[src/rtl/tdb_pkg.sv]
package tdb_pkg;
  localparam int unsigned CH_COUNT = 12;
  localparam int unsigned CNT_BITS = 9;

  // Channel 0 in the least significant slice
  localparam logic [CH_COUNT*CNT_BITS-1:0] DEFAULT_DIVS = {
    9'd451, 9'd426, 9'd402, 9'd379, 9'd358, 9'd338,
    9'd319, 9'd301, 9'd284, 9'd268, 9'd253, 9'd239
  };
endpackage

[src/rtl/tdb_div_store.sv]
module tdb_div_store #(
  parameter int unsigned NUM_CH = 12,
  parameter int unsigned CNT_W  = 9,
  parameter logic [NUM_CH*CNT_W-1:0] DIV_INIT = '0
) (
  input  logic                    clk,
  input  logic                    rst,
  input  logic                    ld,
  input  logic [NUM_CH*CNT_W-1:0] ld_div,
  output logic [NUM_CH*CNT_W-1:0] rel_o
);
  logic [CNT_W-1:0] div_q [NUM_CH];

  always_ff @(posedge clk) begin
    if (rst) begin
      for (int k = 0; k < NUM_CH; k++) div_q[k] <= DIV_INIT[k*CNT_W +: CNT_W];
    end else if (ld) begin
      for (int k = 0; k < NUM_CH; k++) div_q[k] <= ld_div[k*CNT_W +: CNT_W];
    end
  end

  for (genvar k = 0; k < NUM_CH; k++) begin : g_rel
    // zero divisor is treated as one: reload value 0
    assign rel_o[k*CNT_W +: CNT_W] =
      (div_q[k] == '0) ? '0 : div_q[k] - CNT_W'(1);


    load_capture_chk: assert property (@(posedge clk) disable iff (rst)
      ld |=> div_q[k] == $past(ld_div[k*CNT_W +: CNT_W]));

    load_hold_chk: assert property (@(posedge clk) disable iff (rst)
      !ld |=> $stable(div_q[k]));
  end
endmodule

[src/rtl/tdb_channel.sv]
module tdb_channel #(
  parameter int unsigned CNT_W = 9,
  parameter logic [CNT_W-1:0] RST_REL = '0
) (
  input  logic             clk,
  input  logic             rst,
  input  logic             en,
  input  logic [CNT_W-1:0] rel_i,
  output logic             tone_o
);
  logic [CNT_W-1:0] cnt_q;
  logic             tone_q;
  logic             at_zero;

  assign at_zero = ~|cnt_q;
  assign tone_o  = tone_q;

  always_ff @(posedge clk) begin
    if (rst) begin
      cnt_q  <= RST_REL;
      tone_q <= 1'b0;
    end else if (en) begin
      if (at_zero) begin
        cnt_q  <= rel_i;
        tone_q <= ~tone_q;
      end else begin
        cnt_q <= cnt_q - CNT_W'(1);
      end
    end
  end


  reset_clear_chk: assert property (@(posedge clk)
    rst |=> !tone_q);

  freeze_chk: assert property (@(posedge clk) disable iff (rst)
    !en |=> $stable(cnt_q) && $stable(tone_q));

  toggle_at_zero_chk: assert property (@(posedge clk) disable iff (rst)
    (en && cnt_q == '0) |=> tone_q != $past(tone_q));

  quiet_between_chk: assert property (@(posedge clk) disable iff (rst)
    (en && cnt_q != '0) |=> $stable(tone_q) && cnt_q == $past(cnt_q) - CNT_W'(1));

  reload_value_chk: assert property (@(posedge clk) disable iff (rst)
    (en && cnt_q == '0) |=> cnt_q == $past(rel_i));
endmodule

[src/rtl/tone_divider_bank.sv]
module tone_divider_bank #(
  parameter int unsigned NUM_CH = tdb_pkg::CH_COUNT,
  parameter int unsigned CNT_W  = tdb_pkg::CNT_BITS,
  parameter logic [NUM_CH*CNT_W-1:0] DIV_INIT = tdb_pkg::DEFAULT_DIVS
) (
  input  logic                    clk,
  input  logic                    rst,
  input  logic                    en,
  input  logic                    ld,
  input  logic [NUM_CH*CNT_W-1:0] ld_div,
  output logic [NUM_CH-1:0]       tone_o
);
  logic [NUM_CH*CNT_W-1:0] rel;

  tdb_div_store #(
    .NUM_CH  (NUM_CH),
    .CNT_W   (CNT_W),
    .DIV_INIT(DIV_INIT)
  ) u_store (
    .clk   (clk),
    .rst   (rst),
    .ld    (ld),
    .ld_div(ld_div),
    .rel_o (rel)
  );

  for (genvar k = 0; k < NUM_CH; k++) begin : g_ch
    localparam logic [CNT_W-1:0] INIT_D = DIV_INIT[k*CNT_W +: CNT_W];
    localparam logic [CNT_W-1:0] INIT_R = (INIT_D == '0) ? '0 : INIT_D - CNT_W'(1);

    tdb_channel #(
      .CNT_W  (CNT_W),
      .RST_REL(INIT_R)
    ) u_ch (
      .clk   (clk),
      .rst   (rst),
      .en    (en),
      .rel_i (rel[k*CNT_W +: CNT_W]),
      .tone_o(tone_o[k])
    );
  end
endmodule

[config.mk]
export PLATFORM = sky130hd
export DESIGN_NAME = tone_divider_bank
export DESIGN_NICKNAME = d
export VERILOG_FILES = /design/src/rtl/tdb_pkg.sv /design/src/rtl/tdb_div_store.sv /design/src/rtl/tdb_channel.sv /design/src/rtl/tone_divider_bank.sv
export SDC_FILE = /design/constraint.sdc
export NUM_CORES = 1
export LEC_CHECK = 0
export ABC_CLOCK_PERIOD_IN_PS = 3200
export CORE_ASPECT_RATIO = 0.9
export CORE_MARGIN = 3
export CORE_UTILIZATION = 50
export DETAILED_ROUTE_END_ITERATION = 6
export PLACE_DENSITY = 0.72
export SYNTH_ARGS = -nofsm -noshare
export SYNTH_HDL_FRONTEND = slang
export SYNTH_SLANG_ARGS = --single-unit
[constraint.sdc]
create_clock -name clk -period 3.2 [get_ports clk]
set_clock_uncertainty 0.05 [all_clocks]
set_input_delay 0.96 -clock clk [delete_from_list [all_inputs] [get_ports clk]]
set_output_delay 0.96 -clock clk [all_outputs]
set_load 0.02 [all_outputs]
# Word level (Yosys, flattened, before mapping)
# Memory sizes are Yosys's and may differ from the RTL's.
# Cells that the tools add are included.
# totals
regBits,120
ram_bits,108
in_bits,112
wordCells,162
n_memories,1
# op_classes
n_addsub,24
mux,41
bitwise_logic,36
n_reduce_logical,36
# mem_list
memory,words,word_bits,rd,rd_clocked_by_memory_dff,wr,line_no,source
u_store.div_q,12,9,12,0,12,tdb_div_store.sv:12,logic [CNT_W-1:0] div_q [NUM_CH];
# op_table
cell,n
$mux W9,36
$sub A9 B1 Y9 const B,24
$logic_not A9 Y1,12
$reduce_or A9 Y1,12
$not A1 Y1,24
$reduce_and A2 Y1,12
$or A1 B1 Y1,12
$mux W1,5

# Longest topological paths before layout
# depth
word_depth,4
mapped_depth,8

# Modules after synthesis
# Synthesis repeated with hierarchy kept, for this count alone.
# hier_totals
cells_unflattened,1421
hier_area_um2,13255.2
# by_module_without_submodules
mod,n_inst,cells_per_inst,area_each_um2,seq_area_each_um2
tdb_div_store,1,603,6292.3,3243.1
tdb_channel at g_ch[4].u_ch,1,71,619.3,200.2
tdb_channel at g_ch[7].u_ch,1,71,605.6,200.2
tdb_channel at g_ch[8].u_ch,1,70,598.1,200.2
tdb_channel at g_ch[1].u_ch,1,70,590.6,200.2
tdb_channel at g_ch[11].u_ch,1,64,588.1,200.2
tdb_channel at g_ch[2].u_ch,1,69,588.1,200.2
tdb_channel at g_ch[9].u_ch,1,68,575.6,200.2
tdb_channel at g_ch[5].u_ch,1,68,573.0,200.2
tdb_channel at g_ch[10].u_ch,1,65,564.3,200.2
tdb_channel at g_ch[6].u_ch,1,68,561.8,200.2
tdb_channel at g_ch[3].u_ch,1,68,559.3,200.2
tdb_channel at g_ch[0].u_ch,1,66,539.3,200.2

# Worst setup path before layout
# Ideal clock, no wire load.
# synth_path
path_type,input to register
from,input port rst
to,"memory u_store.div_q[0][0], enable pin"
t_arrival_ps,2586
path_slack_ps,143
path_stages,2
cell_sequence,clkbuf_1 or2_2
# synth_lines
item,line_no,source
start: declaration,tone_divider_bank.sv:7,"input logic rst,"
end: declaration,tdb_div_store.sv:12,

# Worst setup path after layout
# layout_path
from,register g_ch[6].u_ch.tone_q
to,output port tone_o[6]
# layout_lines
item,line_no,source
start: declaration,tdb_channel.sv:12,logic tone_q;
start signal: assignment,tdb_channel.sv:25,tone_q <= ~tone_q;
end: declaration,tone_divider_bank.sv:11,output logic [NUM_CH-1:0] tone_o
# No word-level cell between the ends.

==> results.sh <==
export IMPL_vias=9808
export IMPL_drt_total_wl_um=27000
export IMPL_crit_fanout=2
export IMPL_layout_setup_ws_ns=0.655
export IMPL_dpl_cell_area_um2=13700
export IMPL_whs_ns=0.443
export IMPL_cts_setup_buffers=0
export IMPL_crit_chain="clkdlybuf4s50_1"
export IMPL_grt_use_total=0.200
export IMPL_fmax_ghz=0.393
export IMPL_viasPerCell=5.72
export IMPL_worst_setup_path_type="flip-flop to output pin"
export IMPL_p_per_area_nw_per_um2=486
export IMPL_antenna_found_initial=0
export IMPL_netlist_instances=1281
export IMPL_die_y_um=154
export IMPL_crit_path_end_kind="output pin"
export IMPL_drive_gt1_frac=0.0793
export IMPL_period_share=0.795
export IMPL_numCtsBuffers=26
export IMPL_setup_viol=0
export IMPL_drv_slew=0
export IMPL_post_route_cell_area_um2=14600
export IMPL_start_util=0.517
export IMPL_synth_nets=1417
export IMPL_n_antenna_cell=0
export IMPL_core_area_um2=23700
export IMPL_routabilityCongestion=0.878
export IMPL_io_buffers=123
export IMPL_critical_path_depth=1
export IMPL_cp_data_required_time_ns=2.19
export IMPL_cts_resized=0
export IMPL_ios=124
export IMPL_synth_async_reset_ratio=0
export IMPL_clockRootBuffer="clkbuf_16"
export IMPL_synth_seq_area_share=0.461
export IMPL_fin_nets=1529
export IMPL_ff2ff_path_depth=7
export IMPL_antenna_left=0
export IMPL_syn_area_um2=12200
export IMPL_h_tree_depth=1
export IMPL_cp_top_family="buffers and inverters"
export IMPL_rsz0062_at_grt="false"
export IMPL_ys_warn_count=0
export IMPL_synth_top_flop_cell="dfxtp_1"
export IMPL_gr_total_overflow=0
export IMPL_max_stage_delay_ns=0.63
export IMPL_wl_per_cell_um=15.8
export IMPL_hold_viol=0
export IMPL_crit_arrival_ns=1.54
export IMPL_drc_errors=0
export IMPL_num_rows=53
export IMPL_cts_reportedPaths_clkPinSlew_ns=0.06
export IMPL_dr_pass1_iters=6
export IMPL_cp_slowest_cell="clkdlybuf4s50_1"
export IMPL_grt_pass1_wl_um=44600
export IMPL_ys_types=79
export IMPL_yosys_register_bits=228
export IMPL_clockBufferDepth=3
export IMPL_synth_edff_count=108
export IMPL_status="completed"
export IMPL_fp_dieW_um=171
export IMPL_hold_buffers=0
export IMPL_peakVddDrop_mv=0.440
export IMPL_dieArea_um2=26400
export IMPL_grt_max_degree=64
export IMPL_dp_hpwl_um=19000
export IMPL_power_uw=7070
export IMPL_cts_tree="done"
export IMPL_tns_ns=0
export IMPL_crit_path_start_kind="flip-flop"
export IMPL_critPathBufInv=1
export IMPL_grt_pass1_vias=9212
export IMPL_period_minus_slack_ns=2.55
export IMPL_worst_slew_pin_slew_ns=0.648
export IMPL_cts_sinks=228
export IMPL_area_growth_pct=19.1
export IMPL_hold_path_depth=2
export IMPL_hold_path_class="flip-flop to flip-flop"
export IMPL_leakagePower_uw=0.00524
export IMPL_cap_violations=0
export IMPL_clk_insertion_delay_late_ns=0.52
export IMPL_slew_headroom=0.562
export IMPL_pre_cts_ws_ns=0.506
export IMPL_avgSynthCellArea_um2=9.55
export IMPL_drtIter0Drc=718
-- layout by cell type (no fill, tap or decap), drive strengths merged, types with 8 or more instances in the layout --
master,synthesis,routed
nand3,16,16
inv,71,71
clkdlybuf4s50,0,121
buf,19,20
clkbuf,38,34
a21oi,60,60
and2,39,39
or2,13,13
or3,13,13
edfxtp,108,108
a31oi,10,10
nor3,67,67
clkinv,1,13
o221a,16,16
nand2b,64,64
xor2,24,24
ha,24,24
o21ai,58,58
or4,25,25
o21a,8,8
xnor2,60,60
nand4,12,12
dfxtp,120,120
o211a,12,12
nor4,32,32
a211oi,23,23
or4b,9,9
nand2,78,78
o31ai,8,8
nor2,111,111
o22a,9,9
o211ai,18,18
nor2b,14,14
mux2i,17,17
-- kinds of logic (layout without fill, tap and decap cells) --
kind of cell,Yosys count,after routing,synth area share
buffers and inverters,129,261,0.0435
DFF,228,228,0.461
adders and majority gates,24,24,0.0245
xor gates and xnor gates,84,84,0.0601
muxes,19,19,0.0157
AOI/OAI and AO/OA,274,274,0.160
and+or+nand+nor,523,523,0.235
-- sequential cells by signal, summed over array words and instances, names as in the netlist --
name	count
g_ch.u_ch.cnt_q	108
u_store.div_q	108
g_ch.u_ch.tone_o	12
-- layer usage --
| metal | part of all wire | wire length, µm | global-route usage |
|---|---|---|---|
| met5 | 0 | 0 | 0 |
| met4 | 0.020 | 547 | 0.0464 |
| met3 | 0.050 | 1340 | 0.0289 |
| met2 | 0.45 | 12200 | 0.323 |
| met1 | 0.48 | 13000 | 0.285 |
-- metrics by stage --
step                cells   util
finish               1715  0.615
global route         1715  0.615
CTS                  1715  0.615
detailed placement   1667  0.581
global placement     1667  0.581
floorplan            1281      -
-- Yosys cell counts (10+ instances only) --
library cell  instances  area [µm²]
a31oi_1              10        62.6
nand4_1              12        75.1
o21ai_0              50         250
o211a_1              12         120
or2_2                12        75.1
o211ai_1             18         135
inv_1                71         267
nor2_1              109         409
a21oi_1              60         300
xnor2_1              60         526
nor2b_1              14        87.6
buf_4                12        90.1
nor4_1               32         200
xor2_1               24         210
nand3_1              16        80.1
dfxtp_1             120        2400
clkbuf_1             38         143
o221a_2              16         180
mux2i_1              17         170
ha_1                 24         300
or3_1                13        81.3
or4_1                21         158
nor3_1               66         330
nand2b_1             64         400
and2_1               39         244
a211oi_1             22         165
edfxtp_1            108        3240
nand2_1              77         289
-- report_power, final --
group,internal (µW),total [µW],switching [µW],leakage (µW)
combinational,399,756,357,0.00278
sequential,3260,3460,204,0.00206
clock,1700,2860,1160,0.000402
total,5350,7070,1720,0.00524
-- layout make-up --
class	count	area, µm²
clock buffer	34	702
inverter	72	270
clock inverter	14	116
multi-input combinational	924	6070
sequential	228	5650
timing repair buffer	141	1390
fill	1981	9110
tap	302	378
-- path summary, 6_finish.rpt --
check	slack, ns	startpoint	to
worst max register to register	0.74	u_store.div_q[0][90]	g_ch[10].u_ch.cnt_q[4]
worst max-delay path	0.65	g_ch[6].u_ch.tone_o	tone_o[6]
worst min-delay path	0.44	g_ch[4].u_ch.cnt_q[4]	g_ch[4].u_ch.cnt_q[4]
worst min register to register	0.44	g_ch[4].u_ch.cnt_q[4]	g_ch[4].u_ch.cnt_q[4]
No activity file was read; power rests on OpenSTA's default activity.
